## config.mk

```make
export PLATFORM = sky130hd
export DESIGN_NAME = reset_pulse_gen
export DESIGN_NICKNAME = d
export VERILOG_FILES = /design/src/rtl/rpg_pkg.sv /design/src/rtl/rpg_edge_det.sv /design/src/rtl/rpg_wdog.sv /design/src/rtl/rpg_seq.sv /design/src/rtl/reset_pulse_gen.sv
export SDC_FILE = /design/constraint.sdc
export NUM_CORES = 1
export LEC_CHECK = 0
export BUFFER_PORTS_ARGS = -buffer_cell sky130_fd_sc_hd__buf_2
export CAP_MARGIN = 40
export CORE_ASPECT_RATIO = 1.1
export CORE_MARGIN = 3
export CORE_UTILIZATION = 62
export DETAILED_ROUTE_END_ITERATION = 8
export PLACE_DENSITY_LB_ADDON = 0.3
export SYNTH_ARGS = -nofsm -noshare
export SYNTH_HDL_FRONTEND = slang
export SYNTH_SLANG_ARGS = --single-unit
```

## constraint.sdc

```tcl
create_clock -name clk_i -period 3 [get_ports clk_i]
set_clock_uncertainty 0.15 [all_clocks]
set_input_delay 0.6 -clock clk_i [delete_from_list [all_inputs] [get_ports clk_i]]
set_output_delay 0.6 -clock clk_i [all_outputs]
set_load 0.02 [all_outputs]
```

## src/rtl/rpg_pkg.sv

```systemverilog
package rpg_pkg;
  typedef enum logic [1:0] {
    ST_IDLE  = 2'd0,
    ST_SHORT = 2'd1,
    ST_LONG  = 2'd2
  } rpg_state_e;
endpackage

```

## src/rtl/rpg_edge_det.sv

```systemverilog
module rpg_edge_det #(
  parameter bit INV = 1'b0
) (
  input  logic clk_i,
  input  logic rst_ni,
  input  logic lvl_i,
  output logic edge_o
);
  logic s1_q, s2_q, s3_q;

  always_ff @(posedge clk_i or negedge rst_ni) begin
    if (!rst_ni) begin
      s1_q <= 1'b0;
      s2_q <= 1'b0;
      s3_q <= 1'b0;
    end else begin
      s1_q <= lvl_i ^ INV;
      s2_q <= s1_q;
      s3_q <= s2_q;
    end
  end

  assign edge_o = s2_q & ~s3_q;
endmodule

```

## src/rtl/rpg_wdog.sv

```systemverilog
module rpg_wdog #(
  parameter int unsigned WDOG_CYC = 48000000
) (
  input  logic clk_i,
  input  logic rst_ni,
  input  logic idle_i,
  output logic fire_o
);
  localparam int unsigned WW = $clog2(WDOG_CYC + 1);
  localparam logic [WW-1:0] LAST = WW'(WDOG_CYC - 1);

  logic [WW-1:0] cnt_q;

  always_ff @(posedge clk_i or negedge rst_ni) begin
    if (!rst_ni) begin
      cnt_q <= '0;
    end else if (!idle_i) begin
      cnt_q <= '0;
    end else if (cnt_q != LAST) begin
      cnt_q <= cnt_q + 1'b1;
    end
  end

  assign fire_o = idle_i && (cnt_q == LAST);
endmodule

```

## src/rtl/rpg_seq.sv

```systemverilog
module rpg_seq
  import rpg_pkg::*;
#(
  parameter int unsigned PULSE_CYC = 60,
  parameter int unsigned LONG_CYC  = 300000
) (
  input  logic clk_i,
  input  logic rst_ni,
  input  logic trig_i,
  input  logic wd_i,
  output logic busy_o
);
  localparam int unsigned MAXC = (LONG_CYC > PULSE_CYC) ? LONG_CYC : PULSE_CYC;
  localparam int unsigned CW   = $clog2(MAXC + 1);

  rpg_state_e    state_q;
  logic [CW-1:0] cnt_q;

  always_ff @(posedge clk_i or negedge rst_ni) begin
    if (!rst_ni) begin
      state_q <= ST_LONG;
      cnt_q   <= CW'(LONG_CYC - 1);
    end else begin
      unique case (state_q)
        ST_IDLE: begin
          if (trig_i) begin
            state_q <= ST_SHORT;
            cnt_q   <= CW'(PULSE_CYC - 1);
          end else if (wd_i) begin
            state_q <= ST_LONG;
            cnt_q   <= CW'(LONG_CYC - 1);
          end
        end
        ST_SHORT, ST_LONG: begin
          // triggers are dropped here
          if (cnt_q == '0) state_q <= ST_IDLE;
          else             cnt_q   <= cnt_q - 1'b1;
        end
        default: state_q <= ST_IDLE;
      endcase
    end
  end

  assign busy_o = (state_q != ST_IDLE);
endmodule

```

## src/rtl/reset_pulse_gen.sv

```systemverilog
module reset_pulse_gen #(
  parameter int unsigned PULSE_CYC     = 60,
  parameter int unsigned LONG_CYC      = 300000,
  parameter int unsigned WDOG_CYC      = 48000000,
  parameter bit          CMP_INV       = 1'b0,
  parameter bit          SYNC_IN_MODE  = 1'b0,
  parameter bit          SYNC_ACT_HIGH = 1'b0,
  parameter bit          DRIVE_HIGH    = 1'b1
) (
  input  logic clk_i,
  input  logic rst_ni,
  input  logic cmp_i,
  input  logic sync_i,
  output logic sync_o,
  output logic sync_oe_o,
  output logic dis_oe_o,
  output logic dis_lvl_o
);
  logic cmp_edge, sync_edge, trig, wd_fire, busy;

  rpg_edge_det #(.INV(CMP_INV)) u_cmp_edge (
    .clk_i (clk_i), .rst_ni(rst_ni), .lvl_i(cmp_i), .edge_o(cmp_edge)
  );

  rpg_edge_det #(.INV(~SYNC_ACT_HIGH)) u_sync_edge (
    .clk_i (clk_i), .rst_ni(rst_ni), .lvl_i(sync_i), .edge_o(sync_edge)
  );

  assign trig = cmp_edge | (sync_edge & SYNC_IN_MODE);

  rpg_wdog #(.WDOG_CYC(WDOG_CYC)) u_wdog (
    .clk_i (clk_i), .rst_ni(rst_ni), .idle_i(~busy), .fire_o(wd_fire)
  );

  rpg_seq #(.PULSE_CYC(PULSE_CYC), .LONG_CYC(LONG_CYC)) u_seq (
    .clk_i (clk_i), .rst_ni(rst_ni), .trig_i(trig), .wd_i(wd_fire), .busy_o(busy)
  );

  assign dis_oe_o  = busy;
  assign dis_lvl_o = busy & DRIVE_HIGH;
  assign sync_oe_o = ~SYNC_IN_MODE;
  assign sync_o    = (busy && !SYNC_IN_MODE) ? SYNC_ACT_HIGH : ~SYNC_ACT_HIGH;
endmodule

```

## Yosys cells after proc, flatten, opt, wreduce, memory -nomap -nowiden

Cells that the tools add are included.

| cells by class | value |
|---|---|
| add/subtract/negate cells | 2 |
| multipliers | 0 |
| divide/modulo/power cells | 0 |
| order comparisons | 0 |
| equality and inequality tests | 7 |
| shift operators | 0 |
| multiplexer cells | 11 |
| bitwise logic cells | 3 |
| reduce and logical (&&, ||, !) cells | 9 |

Operators by type and width:

| kind | count |
|---|---|
| $mux 19 | 3 |
| $mux 26 | 2 |
| $pmux 19 s2 | 1 |
| $add 26x1->26 const B | 1 |
| $eq 26x26->1 const B | 1 |
| $ne 26x26->1 const B | 1 |
| $logic_not 19->1 | 1 |
| $sub 19x1->19 const B | 1 |
| $mux 2 | 3 |
| $reduce_bool 2->1 | 3 |
| $pmux 2 s2 | 1 |
| $ne 3x2->1 const B | 1 |
| $reduce_and 3->1 | 1 |
| $eq 2x1->1 const B | 1 |
| $eq 2x2->1 const B | 1 |
| $logic_not 2->1 | 1 |
| $ne 2x1->1 const B | 1 |
| $ne 2x2->1 const B | 1 |
| $not 1->1 | 2 |
| $reduce_and 2->1 | 1 |
| $reduce_or 2->1 | 1 |
| $and 1x1->1 | 1 |
| $logic_and 1x1->1 | 1 |
| $mux 1 | 1 |

| storage, ports and cells | value |
|---|---|
| bits in registers | 50 |
| bits in latches | 0 |
| RAM bits | 0 |
| memory bits (read-only) | 0 |
| input port bits | 4 |
| output and inout port bits | 4 |
| word-level logic and storage cells | 38 |
| memories kept | 0 |

## Longest topological paths before layout

Gate-level depths: netlist of the first run.

| logic depth | value |
|---|---|
| depth after elaboration | 6 |
| mapped depth | 8 |
| depth with buffers taken out | 7 |

## Modules after synthesis

Synthesis of the first run repeated with hierarchy kept, for this count alone.

| unflattened totals | value |
|---|---|
| cells, all modules | 294 |
| area total of the unflattened synthesis | 2882.8 um^2 |

By module, submodules not included:

| module | times used | cells each | area an instance (um^2) | seq. area each (um^2) |
|---|---|---|---|---|
| rpg_wdog | 1 | 148 | 1480.2 | 650.6 |
| rpg_seq | 1 | 138 | 1291.2 | 541.8 |
| rpg_edge_det | 1 | 4 | 88.8 | 75.1 |
| reset_pulse_gen | 1 | 4 | 22.5 | 0.0 |

## Worst setup path before layout of the first run

Ideal clock, no wire load.

| timing | value |
|---|---|
| path kind | reg-to-output |
| start | register u_seq.state_q[1] |
| end | output port dis_oe_o |
| arrival | 1.698 ns |
| data required time | 2.250 ns |
| path slack | 0.552 ns |
| cell stages (with the launch flop) | 6 |
| buffers on the path | 2 |
| cells stage by stage | dfstp_2 -> inv_1 -> ha_1 -> clkinv_1 -> clkbuf_1 -> buf_4 |

| on the way | value |
|---|---|
| word-level cells in the longest chain between the ends | 1 |

Ends and longest elaborated chain:

| what | RTL line | source |
|---|---|---|
| start, declared | rpg_seq.sv:16 | `rpg_state_e state_q;` |
| start signal, assigned | rpg_seq.sv:21 | `state_q <= ST_LONG;` |
| start signal, assigned | rpg_seq.sv:27 | `state_q <= ST_SHORT;` |
| start signal, assigned | rpg_seq.sv:30 | `state_q <= ST_LONG;` |
| $reduce_bool 2->1 | rpg_seq.sv:44 | `assign busy_o = (state_q != ST_IDLE);` |
| end, declared | reset_pulse_gen.sv:16 | `output logic dis_oe_o,` |

Every way passes these cells.

## Worst setup path after layout of the first run

| timing | value |
|---|---|
| start | register u_seq.state_q[1] |
| end | register u_seq.cnt_q[13] |

| on the way | value |
|---|---|
| word-level cells in the longest chain between the ends | 5 |
| elaborated cells between the ends (all ways) | 12 |
| those cells by class | eq/ne (4); mux (1); bitwise (1); reduce/logical (6) |

Ends and longest elaborated chain:

| what | RTL line | source |
|---|---|---|
| $reduce_bool 2->1 | rpg_seq.sv:44 |  |
| $not 1->1 | reset_pulse_gen.sv:32 | `.clk_i (clk_i), .rst_ni(rst_ni), .idle_i(~busy), .fire_o(wd_fire)` |
| $logic_and 1x1->1 | rpg_wdog.sv:24 | `assign fire_o = idle_i && (cnt_q == LAST);` |
| $ne 3x2->1 (no line) | - |  |
| $reduce_and 3->1 (no line) | - |  |
| end signal, assigned | rpg_seq.sv:22 | `cnt_q <= CW'(LONG_CYC - 1);` |
| end signal, assigned | rpg_seq.sv:28 | `cnt_q <= CW'(PULSE_CYC - 1);` |
| end signal, assigned | rpg_seq.sv:31 | `cnt_q <= CW'(LONG_CYC - 1);` |
| end, declared | rpg_seq.sv:17 | `logic [CW-1:0] cnt_q;` |

Parallel ways exist; a longest one is shown, timed or not.
A chain may end at the register's enable or synchronous reset.

==> summary.md, run 1 <==
| Metric | Value |
|---|---|
| Min Tclk post-route | 2.55 ns |
| Share of the synthesized area in the top cell type | 0.322 |
| Synth async-reset ratio | 1.00 |
| Final setup viols | 0 |
| Post-detail-place hpwl | 4.30 mm |
| Die Y | 77.4 µm |
| Initial Utilization | 0.656 |
| Unique masters post-synth | 56 |
| Die area | 5490 µm² |
| Synth warn | 0 |
| Vias post-DR | 2,413 |
| PwrDens | 689 nW/µm² |
| Critical-path top delay cell | dfstp_2 |
| DRC | 0 |
| Drt pass-1 iters | 5 |
| Fillers | 353 |
| Outcome | finished clean |
| Largest net degree at the start of global routing | 28 |
| Worst path buffer plus inverter count | 2 |
| Final nets | 323 |
| Worst slew margin | 0.574 |
| # port buffers | 5 |
| Reg2Reg Setup Slack | 0.45 ns |
| Post-synth top area cell | dfrtp_1 |
| Critical Path Fanout Max | 13 |
| Antenna-violating nets left | 0 |
| I/O pin count | 8 |
| Bufs on Longest Clock Path | 2 |
| Layout cells sized above 1 | 0.148 |
| Netlist Area Pre-Place | 2870 µm² |
| Leak pwr | 1.23 nW |
| CTS sink count | 50 |
| Worst EP arrival | 2.60 ns |
| Crit. End Element | register |
| FF-to-FF End | u_seq.cnt_q[13]$_DFFE_PN0P_ |
| Initial DRC count | 227 |
| Post-cts resize count | 0 |
| Dpl cells | 363 |
| Comb power frac | 0.346 |
| Max Clock Freq | 0.392 GHz |
| Vias in the first global route | 2,374 |
| Design Power | 0.00209 W |
| Chip width | 70.9 µm |
| Post-synth top flop | dfrtp_1 |
| Finished Layout Cells | 371 |
| Post-synth EDFFs | 0 |
| Synth top area cells | dfrtp_1 32%, dfstp_2 12%, nor2_1 4.7%, xor2_1 4.0%, a21oi_1 3.7% |
| Sw Ratio | 0.407 |
| Final cycle utilization of the critical path | 0.851 |
| Psw | 0.000850 W |
| Synthesized Nets | 317 |
| ANT cells | 0 |
| Cell types with the highest counts after synthesis | 37 x dfrtp_1, 36 x nor2_1, 21 x a21oi_1, 20 x nand2_1, 16 x o21ai_0 |
| Slew @ Worst Pin | 0.640 ns |
| Site Rows | 25 |
| Max_cap viols | 0 |
| Setup bufs post-CTS | 0 |
| Area Growth Syn to Fin | 5.49% |
| DR WL/cell | 16.6 µm |
| Worst r2r src | u_seq.state_q[1]$_DFFE_PN1P_ |
| Clk pwr share | 0.186 |
| GRT Residual Overflow | 0 |
| Mean Syn Cell Area | 9.27 µm² |
| CP top delay family | simple AND/OR/NAND/NOR gates |
| First-pass GRT wire length | 11.0 mm |
| Drt total wl | 6.17 mm |
| Hold slack | 0.159 ns |
| Crit Path Category | reg2reg |
| Max stage delay on crit path | 0.54 ns |
| Crit-path cells | inv_1 > ha_1 > nor2_1 > or4_1 > o22ai_2 > buf_4 > a311oi_1 > a31o_1 |
| Worst vdd ir | 418 µV |
| Inserted Clock Buffers | 5 |
| Internal power | 0.00124 W |
| RSZ-0062 raised after global routing | false |
| Setup TNS | 0 ns |
| Worst EP required | 3.05 ns |
| Avg Vias per Cell | 6.50 |
| Core area | 4380 µm² |
| CTS tree | yes |
| Root Buffer | clkbuf_8 |
| Clk slew on worst S/H paths | 0.10 ns |
| Initial antenna violation count | 0 |
| Register share of total power | 0.468 |
| Syn Inst Count | 310 |
| Worst-Skew Late Latency | 0.31 ns |
| Flops & latches, synth | 50 |
| CTS Hold Bufs | 0 |
| Hold Path Class | in2async |
| Worst reg2reg path depth | 8 |
| Type of origin of the critical path | register |
| H-Tree Depth | 2 |
| Top-count cell post-synth | dfrtp_1 |
| Max Slew Vio Count | 0 |
| Final Hold Fails | 0 |
| Global placement routability congestion | 0.858 |
| Total GRT Usage | 0.245 |
| Seq/Total Area, Yosys | 0.441 |
## per-layer routing
metal	GRT usage	up-vias	share of wire
met1	0.324	1185	0.44
met3	0.0389	9	0.042
met5	0	-	0
li1	-	1150	-
met2	0.415	69	0.50
met4	0.0733	0	0.012
## how the worst max path moves through the flow
stage	endpoint	from	cells after the start
after floorplan	dis_oe_o	u_seq.state_q[1]$_DFFE_PN1P_	5
after global placement	u_seq.cnt_q[13]$_DFFE_PN0P_	u_seq.state_q[1]$_DFFE_PN1P_	8
after detailed placement	u_seq.cnt_q[13]$_DFFE_PN0P_	u_seq.state_q[1]$_DFFE_PN1P_	8
after CTS	u_seq.cnt_q[13]$_DFFE_PN0P_	u_seq.state_q[1]$_DFFE_PN1P_	8
after global routing	u_seq.cnt_q[13]$_DFFE_PN0P_	u_seq.state_q[1]$_DFFE_PN1P_	8
final	u_seq.cnt_q[13]$_DFFE_PN0P_	u_seq.state_q[1]$_DFFE_PN1P_	8
## flip-flops by register name (all words and copies together), names as in the netlist
register         cells
u_cmp_edge.s3_q      1
u_cmp_edge.s1_q      1
u_seq.state_q        2
u_seq.cnt_q         19
u_wdog.cnt_q        26
u_cmp_edge.s2_q      1
## cells in the final DEF (no fill, tap or decap), types with 2 or more instances in the layout
cell type,Yosys,routed
mux2i_1,7,7
xor2_1,13,13
dfstp_2,13,13
a31oi_1,8,8
a31o_2,4,4
buf_2,2,5
nand3_2,2,2
and3_1,5,5
nor2_1,36,36
clkbuf_8,0,5
a211oi_1,2,2
or4_1,2,2
nor4_4,2,2
nand3_1,14,14
nand2b_1,6,6
o21ai_0,16,16
and2_1,2,2
nand4_1,10,10
a21oi_1,21,21
nand2_1,20,20
a311oi_1,2,2
buf_4,3,6
nor4_1,10,10
xnor2_1,6,6
and4_1,3,3
or3_1,9,9
dfrtp_1,37,37
and4b_1,2,2
inv_1,11,11
ha_1,3,3
nor3_1,8,8
## final cells by class
type / instances / area, µm² / share of cell area
Timing Repair Buffer: 11 / 70.1 / 0.0231
Multi-Input combinational cell: 236 / 1500 / 0.493
Sequential cell: 50 / 1270 / 0.418
Inverter: 12 / 45.0 / 0.0149
Tap cell: 54 / 67.6 / 0.0223
Clock inverter: 2 / 13.8 / 0.00454
Clock buffer: 6 / 72.6 / 0.0239
## power groups by stage
stage | logic (W) | clock network [W] | registers [W]
floorplan | 0.000561 | 0 | 0.000945
global placement | 0.000686 | 0 | 0.000977
detailed placement | 0.000712 | 0 | 0.000983
CTS | 0.000715 | 0.000400 | 0.000970
global route | 0.000811 | 0.000431 | 0.000993
finish | 0.000723 | 0.000389 | 0.000976
## per-stage QoR
| stage | area (µm²) | setup slack (ns) | utilization |
|---|---|---|---|
| 3_3_place_gp | 2950 | 0.512 | 0.673 |
| 4_1_cts | 3030 | 0.454 | 0.692 |
| 3_5_place_dp | 2950 | 0.479 | 0.673 |
| 5_1_grt | 3030 | 0.296 | 0.692 |
| 6_report | 3030 | 0.447 | 0.692 |
| 2_1_floorplan | 2870 | 0.552 | - |
## cells by family (layout without fill, tap and decap cells)
family                   after synthesis  after routing  synth area share
AO/OA/AOI/OAI                         67             67             0.148
XOR/XNOR                              19             19            0.0579
adder cells (fa/ha/maj)                3              3            0.0131
buffers and inverters                 24             31            0.0387
flip-flops                            50             50             0.441
multiplexers                           7              7            0.0244
other                                  1              1           0.00130
AND/OR/NAND/NOR                      139            139             0.275
Note: power is estimated with default switching activity, not from simulation.
==> run 2, diff against run 1 <==
--- a/config.mk
+++ b/config.mk
@@ -5,11 +5,12 @@
 export SDC_FILE = /design/constraint.sdc
 export NUM_CORES = 1
 export LEC_CHECK = 0
+export ABC_AREA = 1
 export BUFFER_PORTS_ARGS = -buffer_cell sky130_fd_sc_hd__buf_2
 export CAP_MARGIN = 40
 export CORE_ASPECT_RATIO = 1.1
 export CORE_MARGIN = 3
-export CORE_UTILIZATION = 62
+export CORE_UTILIZATION = 63
 export DETAILED_ROUTE_END_ITERATION = 8
 export PLACE_DENSITY_LB_ADDON = 0.3
 export SYNTH_ARGS = -nofsm -noshare
==> summary.md, run 2 <==
| Metric | Value |
|---|---|
| Inserted Clock Buffers | 5 (unchanged) |
| Worst slew margin | 0.582 (+0.00827) |
| Die Y | 80.1 µm (+3.5%) |
| Post-synth top area cell | dfrtp_1 |
| Most common cell after layout, fill and taps aside | nand2_1 |
| Synth warn | 0 (unchanged) |
| Max Slew Vio Count | 0 (unchanged) |
| Post-detail-place hpwl | 4.95 mm (+15%) |
| Die area | 5880 µm² (+7.1%) |
| Most frequent CP cell | nand2_1 |
| Crit Path Category | reg2reg |
| Flops & latches, synth | 50 (unchanged) |
| # port buffers | 5 (unchanged) |
| Clk slew on worst S/H paths | 0.09 ns (about the same) |
| Initial antenna violation count | 0 (unchanged) |
| H-Tree Depth | 2 (unchanged) |
| Slew @ Worst Pin | 0.623 ns (-0.0172 ns) |
| Vias post-DR | 2,839 (+18%) |
| Max FFs per register | 26 (unchanged) |
| Share of the synthesized area in the top cell type | 0.294 (-0.0279) |
| Worst vdd ir | 534 µV (+28%) |
| Outcome | finished clean |
| Post-cts resize count | 0 (unchanged) |
| DRC | 0 (unchanged) |
| Antenna-violating nets left | 0 (unchanged) |
| Initial DRC count | 171 (-25%) |
| Max_cap viols | 0 (unchanged) |
| Post-synthesis adder-cell area fraction | 0.0119 (-0.00113) |
| Setup bufs post-CTS | 0 (unchanged) |
| Total GRT Usage | 0.261 (+0.0153) |
| Largest family of logic cells by synthesized area | simple AND/OR/NAND/NOR gates |
| Final nets | 463 (+43%) |
| Post-Synth Simple-Gate Area | 0.394 (+0.119) |
| Root Buffer | clkbuf_8 |
| Chip width | 73.4 µm (+3.5%) |
| Max stage delay on crit path | 0.54 ns (about the same) |
| Final cycle utilization of the critical path | 0.797 (-0.0537) |
| Synth async-reset ratio | 1.00 (unchanged) |
| CTS Hold Bufs | 0 (unchanged) |
| Min Tclk post-route | 2.39 ns (-0.161 ns) |
| Setup TNS | 0 ns (unchanged) |
| Final setup viols | 0 (unchanged) |
| Bufs on Longest Clock Path | 2 (unchanged) |
| Worst-Skew Late Latency | 0.31 ns (about the same) |
| First-pass GRT wire length | 12.1 mm (+10%) |
| I/O pin count | 8 (unchanged) |
| Crit-path cells | inv_1 > ha_1 > inv_1 > nand2_1 > o21ai_2 > nor2_8 > nand2_1 > nand2_1 |
| DR WL/cell | 13.0 µm (-22%) |
| Crit. End Element | register |
| Vias in the first global route | 2,910 (+23%) |
| Critical Path Fanout Max | 19 (+6) |
| PwrDens | 805 nW/µm² (+17%) |
| Seq/Total Area, Yosys | 0.403 (-0.0382) |
| CTS sink count | 50 (unchanged) |
| Worst path buffer plus inverter count | 2 (unchanged) |
| Post-synthesis xor/xnor area fraction | 0.0417 (-0.0162) |
| Worst EP arrival | 2.50 ns (-0.10 ns) |
| Global placement routability congestion | 0.949 (+11%) |
| Synth top area cells | dfrtp_1 29%, nand2_1 16%, dfstp_2 11%, nor2_1 8.7%, inv_1 5.2% |
| Mean Syn Cell Area | 7.01 µm² (-24%) |
| Drt total wl | 6.66 mm (+8.0%) |
| Reg with most FFs | u_wdog.cnt_q |
| Cell types with the highest counts after synthesis | 135 x nand2_1, 73 x nor2_1, 44 x inv_1, 37 x dfrtp_1, 27 x nand3_1 |
| CP top delay family | simple AND/OR/NAND/NOR gates |
| Critical-path top delay cell | ha_1 |
| CTS tree | yes |
| Post-synth EDFFs | 0 (unchanged) |
| Synth Area in Compound Gates | 0.0716 (-0.0769) |
| Synthesized Nets | 456 (+44%) |
| Max Clock Freq | 0.418 GHz (+6.7%) |
| Largest regs | u_wdog.cnt_q x26, u_seq.cnt_q x19, u_seq.state_q x2 |
| Layout cells sized above 1 | 0.123 (-0.0257) |
| Top-count cell post-synth | nand2_1 |
| Worst EP required | 3.11 ns (+0.06 ns) |
| Post-synth top flop | dfrtp_1 |
| RSZ-0062 raised after global routing | false |
| Site Rows | 26 (+4.0%) |
| Hold Path Class | in2async |
| Avg Vias per Cell | 5.53 (-15%) |
| Leak pwr | 1.55 nW (+26%) |
| Commonest cells after routing, fill and taps aside | 135 x nand2_1, 73 x nor2_1, 44 x inv_1 |
| Core area | 4750 µm² (+8.5%) |
| Area Growth Syn to Fin | 5.77% |
| Syn Inst Count | 449 (+45%) |
| Type of origin of the critical path | register |
| Netlist Area Pre-Place | 3150 µm² (+9.5%) |
| GRT Residual Overflow | 0 (unchanged) |
| Largest net degree at the start of global routing | 33 (+18%) |
| Design Power | 0.00268 W (+28%) |
| Unique masters post-synth | 37 (-34%) |
| Mux cell area share after synthesis | 0 (-0.0244) |
| ANT cells | 0 (unchanged) |
| Initial Utilization | 0.663 (+0.00625) |
| Drt pass-1 iters | 4 (-1) |
| Final Hold Fails | 0 (unchanged) |
## run 2: cell type report
type / count / area [µm²]
Tap cell: 56 / 70.1
Sequential cell: 50 / 1270
Clock buffer: 7 / 76.3
Inverter: 47 / 179
Timing Repair Buffer: 9 / 67.6
Fill cell: 400 / 1420
Clock inverter: 1 / 30.0
Multi-Input combinational cell: 343 / 1640
## run 2: final timing paths
path | start | to | slack (ns) | cells after the start
worst min-delay path | rst_ni | u_wdog.cnt_q[6]$_DFFE_PN0P_ | 0.04 | 1
min in group clk_i | u_cmp_edge.s1_q$_DFF_PN0_ | u_cmp_edge.s2_q$_DFF_PN0_ | 0.20 | 0
worst max register to register | u_seq.state_q[1]$_DFFE_PN1P_ | u_seq.cnt_q[0]$_DFFE_PN1P_ | 0.61 | 8
worst min register to register | u_cmp_edge.s1_q$_DFF_PN0_ | u_cmp_edge.s2_q$_DFF_PN0_ | 0.20 | 0
worst max-delay path | u_seq.state_q[1]$_DFFE_PN1P_ | u_seq.cnt_q[0]$_DFFE_PN1P_ | 0.61 | 8
max in group asynchronous | rst_ni | u_seq.cnt_q[9]$_DFFE_PN1P_ | 2.08 | 2
## run 2: through the flow
step | utilization | cells | hold WS, ns | area, µm² | setup WS, ns
4_1_cts | 0.701 | 513 | 0.0538 | 3330 | 0.603
5_1_grt | 0.701 | 513 | 0.0570 | 3330 | 0.446
2_1_floorplan | - | 449 | 0.154 | 3150 | 0.498
6_report | 0.701 | 513 | 0.0436 | 3330 | 0.608
3_3_place_gp | 0.674 | 504 | 0.183 | 3200 | 0.663
3_5_place_dp | 0.678 | 505 | 0.187 | 3220 | 0.647
## run 2: logic make-up (layout without fill, tap and decap cells)
family	Yosys count	in the layout
and+or+nand+nor	283	283
AOI/OAI and AO/OA	41	41
DFF	50	50
buffers and inverters	56	64
xor gates and xnor gates	15	15
adders and majority gates	3	3
other	1	1
## run 2: power by group
part / internal, W / switching [W] / total [W]
Sequential: 0.000873 / 0.000125 / 0.000997
Combinational: 0.000371 / 0.000837 / 0.00121
Clock: 0.000250 / 0.000223 / 0.000473
## run 2: layer usage
metal  routed length, µm  global-route usage  vias to the layer above
met3                 255              0.0388                       18
met4                 207               0.134                        0
met1                2810               0.297                     1323
met5                   0                   0                        -
li1                    -                   -                     1424
met2                3390               0.464                       74
==> run 3, diff against run 2 <==
==> constraint.sdc (replaced) <==
create_clock -name clk_i -period 2.4 [get_ports clk_i]
set_clock_uncertainty 0.15 [all_clocks]
set_input_delay 0.48 -clock clk_i [delete_from_list [all_inputs] [get_ports clk_i]]
set_output_delay 0.48 -clock clk_i [all_outputs]
set_load 0.02 [all_outputs]
==> summary.md, run 3 (synthesis gave the netlist of run 2 again) <==
| Metric | Value |
|---|---|
| Outcome | finished clean |
| Hold path cells | 1 |
| Internal power | 0.00178 W (+19%) |
| Vias post-DR | 2,814 (-0.88%) |
| Total GRT Usage | 0.262 (+0.00185) |
| Worst r2r src | u_wdog.cnt_q[1]$_DFFE_PN0P_ |
| Critical Path Fanout Max | 9 (-10) |
| Avg Vias per Cell | 5.45 (-1.5%) |
| Psw | 0.00147 W (+24%) |
| Worst reg2reg path depth | 11 (+3) |
| # port buffers | 5 (unchanged) |
| Chip width | 73.4 µm (unchanged) |
| Global placement routability congestion | 0.941 (-0.77%) |
| Worst-Skew Late Latency | 0.31 ns (about the same) |
| Crit Path Category | reg2out |
| Drt total wl | 6.64 mm (-0.41%) |
| Worst EP required | 1.77 ns (-1.34 ns) |
| GRT Residual Overflow | 0 (unchanged) |
| Max Clock Freq | 0.462 GHz |
| CTS sink count | 50 (unchanged) |
| Max Slew Vio Count | 0 (unchanged) |
| Hold path start | cmp_i |
| Layer with the highest usage | met2 |
| Slew @ Worst Pin | 0.604 ns (-0.0187 ns) |
| Site Rows | 26 (unchanged) |
| Setup TNS | 0 ns (unchanged) |
| Min Tclk post-route | 2.16 ns |
| Max stage delay on crit path | 0.53 ns (about the same) |
| Sw Ratio | 0.452 (+0.00964) |
| Antenna-violating nets left | 0 (unchanged) |
| Cell depth of the worst setup path | 4 (-4) |
| Die Y | 80.1 µm (unchanged) |
| Post-cts resize count | 0 (unchanged) |
| Post-route core utilization | 0.700 (-0.000791) |
| Post-detail-place hpwl | 5.04 mm (+1.8%) |
| Core area | 4750 µm² (unchanged) |
| Comb power frac | 0.467 (+0.016) |
| Met1 usage | 0.313 (+0.0162) |
| H-Tree Depth | 2 (unchanged) |
| Most frequent CP cell | inv_1 |
| Layout cells sized above 1 | 0.130 (+0.00790) |
| Most common cell after layout, fill and taps aside | nand2_1 |
| Root Buffer | clkbuf_8 |
| Area Growth Syn to Fin | 5.65% |
| Worst vdd ir | 615 µV (+15%) |
| Max FFs per register | 26 (unchanged) |
| Finished Cell Area | 3320 µm² (-0.11%) |
| CTS tree | yes |
| Largest regs | u_wdog.cnt_q x26, u_seq.cnt_q x19, u_seq.state_q x2 |
| Initial Utilization | 0.663 (unchanged) |
| DRC | 0 (unchanged) |
| Initial DRC count | 241 (+41%) |
| Crit. End Element | output pin |
| Worst slew margin | 0.594 (+0.0126) |
| Hold Path Class | in2reg |
| Final setup viols | 0 (unchanged) |
| Inserted Clock Buffers | 5 (unchanged) |
| Clk slew on worst S/H paths | 0.09 ns (about the same) |
| Met2 GRT Util | 0.470 (+0.00537) |
| Type of origin of the critical path | register |
| Worst path buffer plus inverter count | 3 (+1) |
| Worst EP arrival | 1.53 ns (-0.97 ns) |
| Clk pwr share | 0.150 (-0.027) |
| Final cycle utilization of the critical path | 0.902 |
| Setup bufs post-CTS | 0 (unchanged) |
| First-pass GRT wire length | 12.1 mm (+0.34%) |
| Vias in the first global route | 2,729 (-6.2%) |
| RSZ-0062 raised after global routing | false |
| ANT cells | 0 (unchanged) |
| Initial antenna violation count | 0 (unchanged) |
| Leak pwr | 1.55 nW (about the same) |
| I/O pin count | 8 (unchanged) |
| Reg with most FFs | u_wdog.cnt_q |
| CP top delay family | flip-flops |
| Grt met3 use | 0.0426 (+0.00375) |
| PwrDens | 979 nW/µm² (+22%) |
| Die area | 5880 µm² (unchanged) |
| Final Hold Fails | 0 (unchanged) |
| Largest net degree at the start of global routing | 20 (-39%) |
| Register share of total power | 0.383 (+0.011) |
| Commonest cells after routing, fill and taps aside | 135 x nand2_1, 73 x nor2_1, 44 x inv_1 |
| Drt pass-1 iters | 5 (+1) |
| DP Area | 3220 µm² (about the same) |
| Crit-path cells | inv_1 > ha_1 > inv_1 > buf_2 |
| Bufs on Longest Clock Path | 2 (unchanged) |
| Design Power | 0.00325 W (+21%) |
| Critical-path top delay cell | dfstp_2 |
| Max_cap viols | 0 (unchanged) |
| Final nets | 466 (+0.65%) |
| DR WL/cell | 12.9 µm (-0.98%) |
| Hold slack | 0.127 ns (+0.0837 ns) |
| Worst setup path start | u_seq.state_q[1]$_DFFE_PN1P_ |
## run 3: stage by stage
step | worst slack (ns) | std cells
floorplan | 0.0180 | 449
global placement | 0.306 | 507
detailed placement | 0.246 | 507
CTS | 0.203 | 516
global route | 0.0143 | 516
finish | 0.236 | 516
## run 3: final cells by class
type                            count  area, µm²
Clock inverter                      3       21.3
Fill cell                         385       1430
Timing Repair Buffer               12       80.1
Sequential cell                    50       1270
Multi-Input combinational cell    343       1640
Inverter                           47        179
Clock buffer                        5       68.8
Tap cell                           56       70.1
## run 3: path summary, 6_finish.rpt
kind	endpoint	slack [ns]
worst max-delay path	dis_oe_o	0.24
worst min-delay path	u_cmp_edge.s1_q$_DFF_PN0_	0.13
worst max register to register	u_seq.cnt_q[3]$_DFFE_PN1P_	0.26
worst min register to register	u_cmp_edge.s2_q$_DFF_PN0_	0.21
max in group asynchronous	u_seq.cnt_q[2]$_DFFE_PN1P_	0.94
min in group asynchronous	u_wdog.cnt_q[6]$_DFFE_PN0P_	0.49
## run 3: power groups by stage
stage	sequential (W)	combinational, W	clock [W]
CTS	0.00124	0.00153	0.000515
floorplan	0.00121	0.00128	0
global placement	0.00125	0.00148	0
finish	0.00125	0.00152	0.000488
global route	0.00127	0.00176	0.000557
detailed placement	0.00125	0.00154	0
## run 3: metal layers
| metal | share of wire | wire length (µm) |
|---|---|---|
| met1 | 0.42 | 2810 |
| met2 | 0.53 | 3490 |
| met3 | 0.033 | 217 |
| met4 | 0.018 | 121 |
| met5 | 0 | 0 |
## run 3: what timing repair did
item / CTS / global route
hold endpoints to repair: 14 / 0
hold buffers: 1 / 0
endpoints found under the setup margin: 0 / 1
